==> config.mk <==
export PLATFORM = sky130hd
export DESIGN_NAME = hbs_supervisor
export DESIGN_NICKNAME = d
export VERILOG_FILES = /design/src/rtl/hbs_pkg.sv /design/src/rtl/hbs_sync.sv /design/src/rtl/hbs_power_fsm.sv /design/src/rtl/hbs_oc_retry.sv /design/src/rtl/hbs_supervisor.sv
export SDC_FILE = /design/constraint.sdc
export NUM_CORES = 1
export LEC_CHECK = 0
export BUFFER_PORTS_ARGS = -buffer_cell sky130_fd_sc_hd__buf_2
export CAP_MARGIN = 40
export CORE_UTILIZATION = 34
export CTS_BUF_LIST = sky130_fd_sc_hd__clkbuf_2 sky130_fd_sc_hd__clkbuf_4 sky130_fd_sc_hd__clkbuf_8
export DETAILED_ROUTE_END_ITERATION = 16
export GPL_TIMING_DRIVEN = 0
export PLACE_DENSITY = 0.49
export SLEW_MARGIN = 20
export SYNTH_ARGS = -nofsm -noshare
export SYNTH_HDL_FRONTEND = slang
export SYNTH_SLANG_ARGS = --single-unit
==> constraint.sdc <==
create_clock -name clk -period 2.15 [get_ports clk]
set_input_delay 0.215 -clock clk [delete_from_list [all_inputs] [get_ports clk]]
set_output_delay 0.215 -clock clk [all_outputs]
set_load 0.03 [all_outputs]
==> src/rtl/hbs_pkg.sv <==
package hbs_pkg;

   localparam int HB_N = 4;

   typedef enum logic [1:0] {
      MODE_FOUR = 2'd0,
      MODE_TWO  = 2'd1,
      MODE_PAR  = 2'd2,
      MODE_IND  = 2'd3
   } hbs_mode_e;

   typedef enum logic [1:0] {
      PWR_SLEEP = 2'd0,
      PWR_WAKE  = 2'd1,
      PWR_RUN   = 2'd2,
      PWR_DOZE  = 2'd3
   } hbs_pwr_e;

   // Widen a per-half-bridge fault vector to the set of half-bridges it isolates
   function automatic logic [HB_N-1:0] iso_scope(input hbs_mode_e m,
                                                 input logic [HB_N-1:0] src);
      logic [HB_N-1:0] r;
      r = '0;
      for (int i = 0; i < HB_N; i++) begin
         if (src[i]) begin
            case (m)
               MODE_PAR: r = '1;
               MODE_IND: r[i] = 1'b1;
               default:  r[(i/2)*2 +: 2] = 2'b11;
            endcase
         end
      end
      return r;
   endfunction

endpackage

==> src/rtl/hbs_sync.sv <==
module hbs_sync #(
   parameter int W      = 1,
   parameter int STAGES = 2
) (
   input  logic         clk,
   input  logic         rst_n,
   input  logic [W-1:0] d,
   output logic [W-1:0] q
);
   generate
      if (STAGES < 2) begin : g_bad_stages
         $error("hbs_sync: STAGES must be at least 2");
      end
   endgenerate

   logic [W-1:0] stg [STAGES];

   always_ff @(posedge clk or negedge rst_n) begin
      if (!rst_n) stg[0] <= '0;
      else        stg[0] <= d;
   end

   generate
      for (genvar s = 1; s < STAGES; s++) begin : g_stage
         always_ff @(posedge clk or negedge rst_n) begin
            if (!rst_n) stg[s] <= '0;
            else        stg[s] <= stg[s-1];
         end
      end
   endgenerate

   assign q = stg[STAGES-1];
endmodule

==> src/rtl/hbs_power_fsm.sv <==
module hbs_power_fsm
   import hbs_pkg::*;
#(
   parameter int SLEEP_DLY = 1000,
   parameter int WAKE_DLY  = 5000,
   parameter int PULSE_LEN = 50
) (
   input  logic clk,
   input  logic rst_n,
   input  logic run_req,
   output logic pwr_on,
   output logic wake_pulse
);
   localparam int MAXD = (SLEEP_DLY > WAKE_DLY) ? SLEEP_DLY : WAKE_DLY;
   localparam int CW   = $clog2(MAXD + 1);
   localparam logic [CW-1:0] WAKE_LAST  = CW'(WAKE_DLY - 1);
   localparam logic [CW-1:0] SLEEP_LAST = CW'(SLEEP_DLY - 1);
   localparam logic [CW-1:0] PULSE_END  = CW'(PULSE_LEN);

   generate
      if (SLEEP_DLY < 1 || WAKE_DLY < 1) begin : g_bad_dly
         $error("hbs_power_fsm: delays must be at least 1");
      end
      if (PULSE_LEN < 1 || PULSE_LEN > WAKE_DLY) begin : g_bad_pulse
         $error("hbs_power_fsm: PULSE_LEN must lie in 1..WAKE_DLY");
      end
   endgenerate

   hbs_pwr_e        state;
   logic [CW-1:0]   cnt;

   always_ff @(posedge clk or negedge rst_n) begin
      if (!rst_n) begin
         state <= PWR_SLEEP;
         cnt   <= '0;
      end else begin
         case (state)
            PWR_SLEEP: begin
               cnt <= '0;
               if (run_req) state <= PWR_WAKE;
            end
            PWR_WAKE: begin
               if (!run_req) begin
                  state <= PWR_SLEEP;
                  cnt   <= '0;
               end else if (cnt == WAKE_LAST) begin
                  state <= PWR_RUN;
                  cnt   <= '0;
               end else begin
                  cnt <= cnt + 1'b1;
               end
            end
            PWR_RUN: begin
               cnt <= '0;
               if (!run_req) state <= PWR_DOZE;
            end
            default: begin
               if (run_req) begin
                  state <= PWR_RUN;
                  cnt   <= '0;
               end else if (cnt == SLEEP_LAST) begin
                  state <= PWR_SLEEP;
                  cnt   <= '0;
               end else begin
                  cnt <= cnt + 1'b1;
               end
            end
         endcase
      end
   end

   assign pwr_on     = (state == PWR_RUN) || (state == PWR_DOZE);
   assign wake_pulse = (state == PWR_WAKE) && (cnt < PULSE_END);

   // wake phase cannot end early while the request holds
   assert_wake_hold_R2: assert property (@(posedge clk) disable iff (!rst_n)
      (state == PWR_WAKE && run_req && cnt != WAKE_LAST) |=> (state == PWR_WAKE));

   // sleep is entered when the doze window expires
   assert_sleep_entry_R1: assert property (@(posedge clk) disable iff (!rst_n)
      (state == PWR_DOZE && !run_req && cnt == SLEEP_LAST) |=> (state == PWR_SLEEP));

   // the bridges stay powered through the doze window
   assert_doze_on_R1: assert property (@(posedge clk) disable iff (!rst_n)
      (state == PWR_RUN && !run_req) |=> pwr_on);
endmodule

==> src/rtl/hbs_oc_retry.sv <==
module hbs_oc_retry #(
   parameter int RETRY_DLY = 20000
) (
   input  logic clk,
   input  logic rst_n,
   input  logic oc_s,
   output logic hold
);
   localparam int CW = $clog2(RETRY_DLY + 1);
   localparam logic [CW-1:0] LAST = CW'(RETRY_DLY - 1);

   generate
      if (RETRY_DLY < 1) begin : g_bad_retry
         $error("hbs_oc_retry: RETRY_DLY must be at least 1");
      end
   endgenerate

   logic [CW-1:0] cnt;

   always_ff @(posedge clk or negedge rst_n) begin
      if (!rst_n) begin
         hold <= 1'b0;
         cnt  <= '0;
      end else if (!hold) begin
         cnt <= '0;
         if (oc_s) hold <= 1'b1;
      end else if (cnt == LAST) begin
         cnt  <= '0;
         hold <= oc_s;
      end else begin
         cnt <= cnt + 1'b1;
      end
   end

   // a flag seen while idle starts a retry window
   assert_retry_start_R6: assert property (@(posedge clk) disable iff (!rst_n)
      (!hold && oc_s) |=> hold);

   // a flag still present at expiry restarts the window
   assert_retry_restart_R6: assert property (@(posedge clk) disable iff (!rst_n)
      (hold && cnt == LAST && oc_s) |=> (hold && cnt == '0));

   // the window never ends before its count is reached
   assert_retry_span_R6: assert property (@(posedge clk) disable iff (!rst_n)
      (hold && cnt != LAST) |=> hold);
endmodule

==> src/rtl/hbs_supervisor.sv <==
module hbs_supervisor
   import hbs_pkg::*;
#(
   parameter int SLEEP_DLY   = 1000,
   parameter int WAKE_DLY    = 5000,
   parameter int PULSE_LEN   = 50,
   parameter int RETRY_DLY   = 20000,
   parameter int SYNC_STAGES = 2
) (
   input  logic            clk,
   input  logic            rst_n,
   input  logic            sleep_n,
   input  logic            uv_flag,
   input  logic            ot_flag,
   input  logic [HB_N-1:0] oc_flag,
   input  logic [HB_N-1:0] ol_flag,
   input  logic [1:0]      mode,
   input  logic            ol_hiz_en,
   input  logic            olatch_clr,
   output logic [HB_N-1:0] hb_en,
   output logic            fault_n,
   output logic            ready
);
   localparam int SW = 3 + 2*HB_N;

   logic [SW-1:0]   raw_v, syn_v;
   logic            s_run, s_uv, s_ot;
   logic [HB_N-1:0] s_oc, s_ol;
   logic [HB_N-1:0] oc_hold, ol_lat, iso_mask;
   logic            pwr_on, wake_pulse;
   hbs_mode_e       mode_e;

   assign raw_v = {sleep_n, uv_flag, ot_flag, oc_flag, ol_flag};

   hbs_sync #(.W(SW), .STAGES(SYNC_STAGES)) u_sync (
      .clk(clk), .rst_n(rst_n), .d(raw_v), .q(syn_v));

   assign {s_run, s_uv, s_ot, s_oc, s_ol} = syn_v;

   hbs_power_fsm #(.SLEEP_DLY(SLEEP_DLY), .WAKE_DLY(WAKE_DLY), .PULSE_LEN(PULSE_LEN)) u_pwr (
      .clk(clk), .rst_n(rst_n), .run_req(s_run),
      .pwr_on(pwr_on), .wake_pulse(wake_pulse));

   generate
      for (genvar h = 0; h < HB_N; h++) begin : g_hb
         hbs_oc_retry #(.RETRY_DLY(RETRY_DLY)) u_retry (
            .clk(clk), .rst_n(rst_n), .oc_s(s_oc[h]), .hold(oc_hold[h]));

         always_ff @(posedge clk or negedge rst_n) begin
            if (!rst_n)          ol_lat[h] <= 1'b0;
            else if (olatch_clr) ol_lat[h] <= 1'b0;
            else if (s_ol[h])    ol_lat[h] <= 1'b1;
         end
      end
   endgenerate

   assign mode_e = hbs_mode_e'(mode);

   always_comb begin
      iso_mask = iso_scope(mode_e, oc_hold);
      if (ol_hiz_en) iso_mask = iso_mask | iso_scope(mode_e, ol_lat);
      if (!pwr_on || s_uv || s_ot) iso_mask = '1;
   end

   assign hb_en   = ~iso_mask;
   assign ready   = pwr_on && !s_uv;
   assign fault_n = !(s_uv || s_ot || (|oc_hold) || (|ol_lat) || wake_pulse);

   // no half-bridge drives while powered down
   assert_asleep_hiz_R1: assert property (@(posedge clk) disable iff (!rst_n)
      !pwr_on |-> (hb_en == '0 && !ready));

   // undervoltage isolates everything and drops ready
   assert_uv_hiz_R4: assert property (@(posedge clk) disable iff (!rst_n)
      s_uv |-> (hb_en == '0 && !ready && !fault_n));

   // overtemperature isolates everything
   assert_ot_hiz_R8: assert property (@(posedge clk) disable iff (!rst_n)
      s_ot |-> (hb_en == '0 && !fault_n));

   // a latched open load keeps the fault output low
   assert_ol_fault_R7: assert property (@(posedge clk) disable iff (!rst_n)
      (|ol_lat) |-> !fault_n);

   // a running retry keeps the fault output low
   assert_oc_fault_R9: assert property (@(posedge clk) disable iff (!rst_n)
      (|oc_hold) |-> !fault_n);

   // independent mode isolates exactly the retrying half-bridges
   assert_ind_scope_R5: assert property (@(posedge clk) disable iff (!rst_n)
      (mode_e == MODE_IND && !ol_hiz_en && pwr_on && !s_uv && !s_ot) |-> (hb_en == ~oc_hold));
endmodule

==> results.yml <==
timing:
  finalCritPeriodShare: 0.913
  fin_skew_ps: 7.75
  fmax_mhz: 510
  slew_headroom: 0.687
  grt_setup_unrepaired: "no"
  period_needed_ps: 1960
  maxSlewViolCount: 0
  finalHoldViolCount: 0
  tightest_slew_ps: 467
  final-setup-viol-count: 0
cells_and_area:
  final_common_cell: "dfrtp_1"
  fin_cells: 675
  final_util: 0.406
  area_growth_pct: 15.8
  fin_area_mm2: 0.00542
  layout_common_cells: "dfrtp_1, nor2_1, xnor2_1"
  diodes: 0
  final_nets: 516
  drive_above_1_share: 0.108
route:
  dr.pass1.iters: 4
  drt-initial-drc-count: 129
  drc: 0
  wl_um: 8480
  vias: 3237
  wl_per_cell_um: 12.6
  antenna_left: 0
  via_per_inst: 4.80
floorplanning:
  core_area_mm2: 0.0133
  initial_core_util: 0.351
  io_pins: 23
  num_rows: 42
  fp.dieH_um: 119
  dieArea_mm2: 0.0142
  die_w_um: 119
clock_tree:
  post-cts-setup-buffers: 0
  clockBufferDepth: 2
  clock_latency_ps: 370
  htreeDepth: 3
  clkSlewWorstSetupHoldPaths_ps: 90
  cts_buffers: 9
  cts_root_buf: "clkbuf_8"
  cts_sinks: 105
  cts_tree: "done"
placement:
  io_buffers: 22
  dp_hpwl_um: 5970
  dpl_cell_area_mm2: 0.00505
  gp_congestion: 0.774
  dp.cells: 646
setup_path:
  worst-path-buf-inv: 1
  crit_arrival_ps: 1750
  crit_type: "reg2out"
  required_ps: 1930
  critical-path-max-stage-delay_ps: 470
  crit_path_top_delay_cell: "dfrtp_1"
  path_max_fanout: 6
  setup.worst_path.start_class: "flop"
  critPathTopFamily: "simple AND/OR/NAND/NOR gates"
  crit_path_end_kind: "output port"
  crit_chain: "nor4_2 > nand4_1 > nor2_1 > buf_2"
logic_synthesis:
  netlist_area_mm2: 0.00468
  syn_avg_cell_area_um2: 10.5
  ys_types: 35
  synth_nets: 469
  ys.flop_type: "dfrtp_1"
  synthCells: 447
  yosysWarnings: 0
  ys_ff_latch: 105
  synth_edf_count: 0
  synth-async-reset-ratio: 1.00
  seq_area_frac_synth: 0.561
global_route:
  gr-total-overflow: 0
  grt_pass1_vias: 3322
  antenna_found_initial: 0
  grt_max_degree: 69
  track_usage: 0.137
  grt_pass1_wl_um: 15400
worst_hold_path:
  hp-class: "in2async"
run_status:
  outcome: "completed"
power_and_ir_drop:
  p_leak_nw: 2.28
  powerDensity_mw_per_mm2: 887
  peakVddDrop_uv: 447
flow_run:
  max_cap_viol_count: 0
==> synthesized netlist by cell type, drive strengths merged, types with 4 or more instances <==
master | n | area, um^2
nand3 | 24 | 120
ha | 5 | 62.6
buf | 5 | 41.3
nor3 | 18 | 101
o31ai | 4 | 58.8
nor2 | 92 | 345
nand4 | 27 | 169
nand2 | 20 | 75.1
inv | 17 | 63.8
nor4 | 20 | 125
and4 | 4 | 35.0
o21ai | 5 | 25.0
xnor2 | 44 | 385
dfrtp | 105 | 2630
and2 | 7 | 43.8
nand2b | 6 | 37.5
o21a | 4 | 30.0
xor2 | 20 | 175
==> path summary, 6_finish.rpt <==
path / from / to / slack (ps) / cells after the start
setup / recovery: g_hb[1].u_retry.hold$_DFF_PN0_ / fault_n / 190 / 4
hold / removal: rst_n / g_hb[1].u_retry.cnt[11]$_DFF_PN0_ / 300 / 2
setup reg to reg: u_pwr.cnt[4]$_DFF_PN0_ / u_pwr.cnt[6]$_DFF_PN0_ / 300 / 5
hold reg to reg: u_sync.stg[17]$_DFF_PN0_ / u_sync.q[6]$_DFF_PN0_ / 360 / 0
max in group asynchronous: rst_n / g_hb[2].u_retry.cnt[11]$_DFF_PN0_ / 1230 / 3
min in group clk: u_sync.stg[17]$_DFF_PN0_ / u_sync.q[6]$_DFF_PN0_ / 360 / 0
==> power breakdown <==
| part | internal [W] | leakage (nW) | switching, W |
|---|---|---|---|
| sequential | 0.00227 | 1.33 | 0.000363 |
| combinational | 0.000397 | 0.840 | 0.000409 |
| clock | 0.000711 | 0.115 | 0.000667 |
| total | 0.00337 | 2.28 | 0.00144 |
==> worst register-to-register path, delay by kind of cell, from the launching register on <==
family | cells | cell delay, ps
AO/OA/AOI/OAI | 1 | 300
buffers and inverters | 1 | 190
AND/OR/NAND/NOR | 3 | 830
flip-flops | 1 | 430
==> repair_timing <==
action / in CTS / in global routing
endpoints found under the hold margin: 52 / 0
hold buffers: 13 / 0
resized for setup: 0 / 2
endpoints found under the setup margin: 0 / 1
==> per-stage QoR <==
stage | setup slack (ps) | TNS, ps | hold slack [ps] | total power, W
final | 188 | 0 | 297 | 0.00481
after global routing | 24.8 | 0 | 303 | 0.00516
after CTS | 94.1 | 0 | 290 | 0.00491
after detailed placement | 298 | 0 | 149 | 0.00346
after global placement | -286 | -28930 | 323 | 0.00344
after floorplan | 524 | 0 | -80.6 | 0.00321
==> cell type report <==
cell class	count	area, um^2
clock buffer	11	145
inverter	17	63.8
multi-input combinational	320	1960
tap	176	220
fill	1325	7930
clock inverter	5	87.6
timing repair buffer	36	274
buffer	5	41.3
sequential	105	2630
==> kinds of logic after synthesis <==
family | share of synthesized area
buffers and inverters | 0.0224
adder cells (fa/ha/maj) | 0.0134
AO/OA/AOI/OAI | 0.0449
flip-flops | 0.561
AND/OR/NAND/NOR | 0.239
XOR/XNOR | 0.120
==> registers in the layout, summed over array words and instances, names as in the netlist, named ones only <==
name and count:
g_hb.u_retry.cnt 60, g_hb.u_retry.hold 4, ol_lat 4, u_pwr.cnt 13, u_pwr.state 1, u_sync.q 11
u_sync.stg 11
==> metal layers <==
metal / GRT usage / vias up / part of all wire
met5: 0 / - / 0
met2: 0.230 / 29 / 0.48
met1: 0.166 / 1578 / 0.48
li1: - / 1623 / -
met3: 0.0460 / 7 / 0.032
met4: 0.0406 / 0 / 0.012
(Power assumes the default switching activity.)
